[src/rtl/csr_gate_pkg.sv]
package csr_gate_pkg;

    typedef enum logic [1:0] {
        RES_NONE    = 2'b00,
        RES_ILLEGAL = 2'b01,
        RES_VIRTUAL = 2'b10
    } res_e;

    typedef enum logic [2:0] {
        CLS_UNKNOWN,
        CLS_FP,
        CLS_FCSR,
        CLS_VEC,
        CLS_CTR_LO,
        CLS_CTR_HI,
        CLS_ONLY32,
        CLS_HYP32
    } cls_e;

    localparam int unsigned ADDR_W   = 12;
    localparam logic [1:0]  MODE_32  = 2'd1;

    localparam logic [11:0] A_FFLAGS = 12'h001;
    localparam logic [11:0] A_FRM    = 12'h002;
    localparam logic [11:0] A_FCSR   = 12'h003;
    localparam logic [11:0] A_VSTART = 12'h008;
    localparam logic [11:0] A_VXSAT  = 12'h009;
    localparam logic [11:0] A_VXRM   = 12'h00A;
    localparam logic [11:0] A_VCSR   = 12'h00F;
    localparam logic [11:0] A_VL     = 12'hC20;
    localparam logic [11:0] A_VTYPE  = 12'hC21;
    localparam logic [11:0] A_VLENB  = 12'hC22;
    localparam logic [6:0]  CTR_LO_BASE = 7'h60;
    localparam logic [6:0]  CTR_HI_BASE = 7'h64;
    localparam logic [11:0] A_MSTAT_HI  = 12'h310;
    localparam logic [11:0] A_HTDELTA_HI = 12'h615;
    localparam logic [11:0] A_HENV_HI   = 12'h61A;

endpackage

[src/rtl/csr_class_decode.sv]
module csr_class_decode
    import csr_gate_pkg::*;
(
    input  logic [ADDR_W-1:0] addr,
    output cls_e              cls
);

    always_comb begin
        cls = CLS_UNKNOWN;
        unique case (addr)
            A_FFLAGS, A_FRM:                  cls = CLS_FP;
            A_FCSR:                           cls = CLS_FCSR;
            A_VSTART, A_VXSAT, A_VXRM, A_VCSR,
            A_VL, A_VTYPE, A_VLENB:           cls = CLS_VEC;
            A_MSTAT_HI:                       cls = CLS_ONLY32;
            A_HTDELTA_HI, A_HENV_HI:          cls = CLS_HYP32;
            default: begin
                if (addr[11:5] == CTR_LO_BASE)
                    cls = CLS_CTR_LO;
                else if (addr[11:5] == CTR_HI_BASE)
                    cls = CLS_CTR_HI;
                else
                    cls = CLS_UNKNOWN;
            end
        endcase
    end

endmodule

[src/rtl/csr_ctr_gate.sv]
module csr_ctr_gate
    import csr_gate_pkg::*;
#(
    parameter int unsigned NUM_CTR = 32,
    localparam int unsigned IDX_W  = $clog2(NUM_CTR)
)(
    input  logic [NUM_CTR-1:0] en_mask,
    input  logic [IDX_W-1:0]   idx,
    input  logic               virt,
    input  logic               high_half,
    input  logic               is32,
    output res_e               res
);

    logic [NUM_CTR-1:0] hit;
    logic               granted;

    for (genvar g = 0; g < NUM_CTR; g++) begin : g_sel
        assign hit[g] = (idx == IDX_W'(g)) & en_mask[g];
    end
    assign granted = |hit;

    always_comb begin
        if (high_half && !is32)
            res = RES_ILLEGAL;
        else if (virt && !granted)
            res = RES_VIRTUAL;
        else
            res = RES_NONE;
    end

endmodule

[src/rtl/csr_ext_gate.sv]
module csr_ext_gate
    import csr_gate_pkg::*;
(
    input  cls_e cls,
    input  logic has_f,
    input  logic has_v,
    input  logic fp_on,
    input  logic dbg,
    output res_e res
);

    logic fp_ok;
    assign fp_ok = dbg | (has_f & fp_on);

    always_comb begin
        unique case (cls)
            CLS_FCSR: res = (has_v || fp_ok) ? RES_NONE : RES_ILLEGAL;
            CLS_FP:   res = fp_ok ? RES_NONE : RES_ILLEGAL;
            CLS_VEC:  res = has_v ? RES_NONE : RES_ILLEGAL;
            default:  res = RES_ILLEGAL;
        endcase
    end

endmodule

[src/rtl/csr_gate.sv]
module csr_gate
    import csr_gate_pkg::*;
#(
    parameter int unsigned NUM_CTR = 32,
    localparam int unsigned IDX_W  = $clog2(NUM_CTR)
)(
    input  logic [11:0]        csr_addr,
    input  logic [1:0]         xlen_mode,
    input  logic               ext_f,
    input  logic               ext_v,
    input  logic               fp_live,
    input  logic               dbg_req,
    input  logic               virt_on,
    input  logic [NUM_CTR-1:0] guest_ctr_en,
    output logic [1:0]         result
);

    cls_e cls;
    res_e ext_res;
    res_e ctr_res;
    res_e final_res;
    logic is32;

    assign is32 = (xlen_mode == MODE_32);

    csr_class_decode u_dec (
        .addr (csr_addr),
        .cls  (cls)
    );

    csr_ext_gate u_ext (
        .cls   (cls),
        .has_f (ext_f),
        .has_v (ext_v),
        .fp_on (fp_live),
        .dbg   (dbg_req),
        .res   (ext_res)
    );

    csr_ctr_gate #(.NUM_CTR(NUM_CTR)) u_ctr (
        .en_mask   (guest_ctr_en),
        .idx       (csr_addr[IDX_W-1:0]),
        .virt      (virt_on),
        .high_half (cls == CLS_CTR_HI),
        .is32      (is32),
        .res       (ctr_res)
    );

    always_comb begin
        unique case (cls)
            CLS_FP, CLS_FCSR, CLS_VEC: final_res = ext_res;
            CLS_CTR_LO, CLS_CTR_HI:    final_res = ctr_res;
            CLS_ONLY32, CLS_HYP32:     final_res = is32 ? RES_NONE : RES_ILLEGAL;
            default:                   final_res = RES_ILLEGAL;
        endcase
    end

    assign result = final_res;

endmodule

[config.mk]
export PLATFORM = sky130hd
export DESIGN_NAME = csr_gate
export DESIGN_NICKNAME = d
export VERILOG_FILES = /design/src/rtl/csr_gate_pkg.sv /design/src/rtl/csr_class_decode.sv /design/src/rtl/csr_ctr_gate.sv /design/src/rtl/csr_ext_gate.sv /design/src/rtl/csr_gate.sv
export SDC_FILE = /design/constraint.sdc
export NUM_CORES = 1
export LEC_CHECK = 0
export BUFFER_PORTS_ARGS = -buffer_cell sky130_fd_sc_hd__buf_2
export CORE_MARGIN = 1.5
export CORE_UTILIZATION = 43
export DETAILED_ROUTE_END_ITERATION = 10
export PLACE_DENSITY = 0.85
export SLEW_MARGIN = 20
export SYNTH_ARGS = -nofsm -noshare
export SYNTH_HDL_FRONTEND = slang
export SYNTH_HIERARCHICAL = 1
export SYNTH_SLANG_ARGS = --single-unit
export TNS_END_PERCENT = 5
[constraint.sdc]
create_clock -name vclk -period 2.98
set_input_delay 0.149 -clock vclk [all_inputs]
set_output_delay 0.149 -clock vclk [all_outputs]
set_load 0.02 [all_outputs]
==> impl_metrics.env <==
export IMPL_drc=0
export IMPL_critPathKind="primary input to primary output"
export IMPL_post_drt_wl_per_cell_um=12.8
export IMPL_first_pass_iters=4
export IMPL_syn_instance_count=107
export IMPL_synth_largest_area_cell="nor2_1"
export IMPL_chipHeight_um=44.2
export IMPL_status="completed"
export IMPL_period_share_pct=93.1
export IMPL_setup_tns_ps=0
export IMPL_viasPerCell=5.94
export IMPL_critPathLaunchType="primary input"
export IMPL_wirelength_um=2210
export IMPL_synth_most_common_cell="nor2_1"
export IMPL_drive_gt1_share_pct=42.9
export IMPL_required_ps=2830
export IMPL_start_util_pct=47.2
export IMPL_vdd_drop_max_mv=0.0621
export IMPL_seq_area_um2=0
export IMPL_yosys_warnings=6
export IMPL_hp_class="primary input to primary output"
export IMPL_synthesis_area_per_instance_um2=6.81
export IMPL_critPathMaxFanout=8
export IMPL_preCtsSetupSlack_ps=137
export IMPL_synth_cell_types=48
export IMPL_coreArea_um2=1540
export IMPL_hold_viol=0
export IMPL_ios=53
export IMPL_grt_ovfl_total=0
export IMPL_antenna_found_initial=0
export IMPL_powerDensity_nw_per_um2=103
export IMPL_postLayoutCoreUtil_pct=64.9
export IMPL_final_setup_viol_count=0
export IMPL_num_rows=14
export IMPL_arrival_ps=2620
export IMPL_setup_ws_ps=206
export IMPL_synth_commonest_cells="nor2_1, nand2_1, a21oi_1"
export IMPL_nFillCells=136
export IMPL_synth_area_leaders="nor2_1, and4bb_1, a21oi_1"
export IMPL_max_freq_mhz=361
export IMPL_fin_hold_ws_ps=789
export IMPL_grt_usage_pct=23.2
export IMPL_layout_min_cycle_time_ps=2770
export IMPL_synth_nets=158
export IMPL_fp_dieW_um=44.2
export IMPL_diodes=0
export IMPL_drtIter0Drc=29
export IMPL_clockBufferCount=0
export IMPL_area_growth_syn_to_layout_pct=37.5
export IMPL_leakagePower_nw=0.472
export IMPL_antenna_left=0
export IMPL_detailed_place_hpwl_um=1760
export IMPL_nFlopsAndLatches=0
export IMPL_grt_pass1_wl_um=3670
export IMPL_ctsHoldBuffers=0
export IMPL_grt_pass1_vias=911
export IMPL_final_nets=209
export IMPL_slew_viol_final=0
export IMPL_vias=1022
export IMPL_maxCapViolations=0
export IMPL_yosysSeqAreaShare_pct=0
export IMPL_syn_cell_area_um2=728
export IMPL_die_area_um2=1950
export IMPL_crit_path_end_kind="primary output"
export IMPL_total_power_mw=0.103
export IMPL_synth_top_area_share_pct=6.19
export IMPL_gp_congestion=0.927
export IMPL_grt_max_degree=21
export IMPL_io_buffers=53
-- per-layer routing --
metal	GRT usage (%)	part of all wire (%)
met3	1.22	6.0
met4	3.03	0.50
met5	0	0
met1	30.2	42
met2	42.6	52
-- logic make-up after synthesis --
logic type,count (synthesis),synth area share (%)
mux,2,4.47
xor+xnor,1,1.20
compound gates,34,34.7
buf+inv,11,8.25
simple gates,58,50.9
other cells,1,0.515
-- cell type report --
class,instances,area (um^2),share of cell area [%]
multi-input combinational,96,676,67.5
timing repair buffer,56,290,29.0
tap,16,20.0,2.00
inverter,4,15.0,1.50
-- power by group --
part / internal (mW) / total, mW / switching [mW] / leakage, nW
clock network: 0 / 0 / 0 / 0
registers: 0 / 0 / 0 / 0
logic: 0.0522 / 0.103 / 0.0504 / 0.472
-- final timing paths --
| check | from | endpoint | slack (ps) | cells after the start |
|---|---|---|---|---|
| worst min-delay path | xlen_mode[1] | result[0] | 790 | 4 |
| worst max-delay path | csr_addr[5] | result[1] | 210 | 13 |
-- layout by cell type, fill, tap and decap left out, types with 2 or more instances in the layout --
cell type	count
a21oi_1	6
o21ai_0	3
or3_1	2
buf_4	3
and4bb_1	3
nand2_1	8
and3b_1	2
inv_1	4
nand3_1	3
nor3b_1	3
o21ai_1	3
a31oi_1	4
a221oi_1	2
and3_1	2
nand3b_1	3
buf_2	52
o2111ai_1	3
nand2b_1	4
nor2b_1	2
nand4_1	4
nor2_1	11
-- per-stage QoR --
stage,instance area (um^2),instances
6_report,1000,172
5_1_grt,1000,172
4_1_cts,991,172
3_5_place_dp,991,172
3_3_place_gp,991,172
2_1_floorplan,728,107
-- worst max-delay path, cell delays in order --
cell and delay, ps:
buf_2 130, nor3_2 270, nand4_1 160, a2111oi_2 430, or3_4 240, and3b_1 180, nand2b_1 110, nand2_1 60
a2111o_1 370, o22ai_1 180, nand3b_1 90, o21ai_1 70, buf_2 170
-- repair_timing --
action | in CTS | in global routing
gates resized for setup | 0 | 3
buffers inserted | 0 | 0
setup endpoints to repair | 0 | 1
Power figures use the tool's default switching activity.
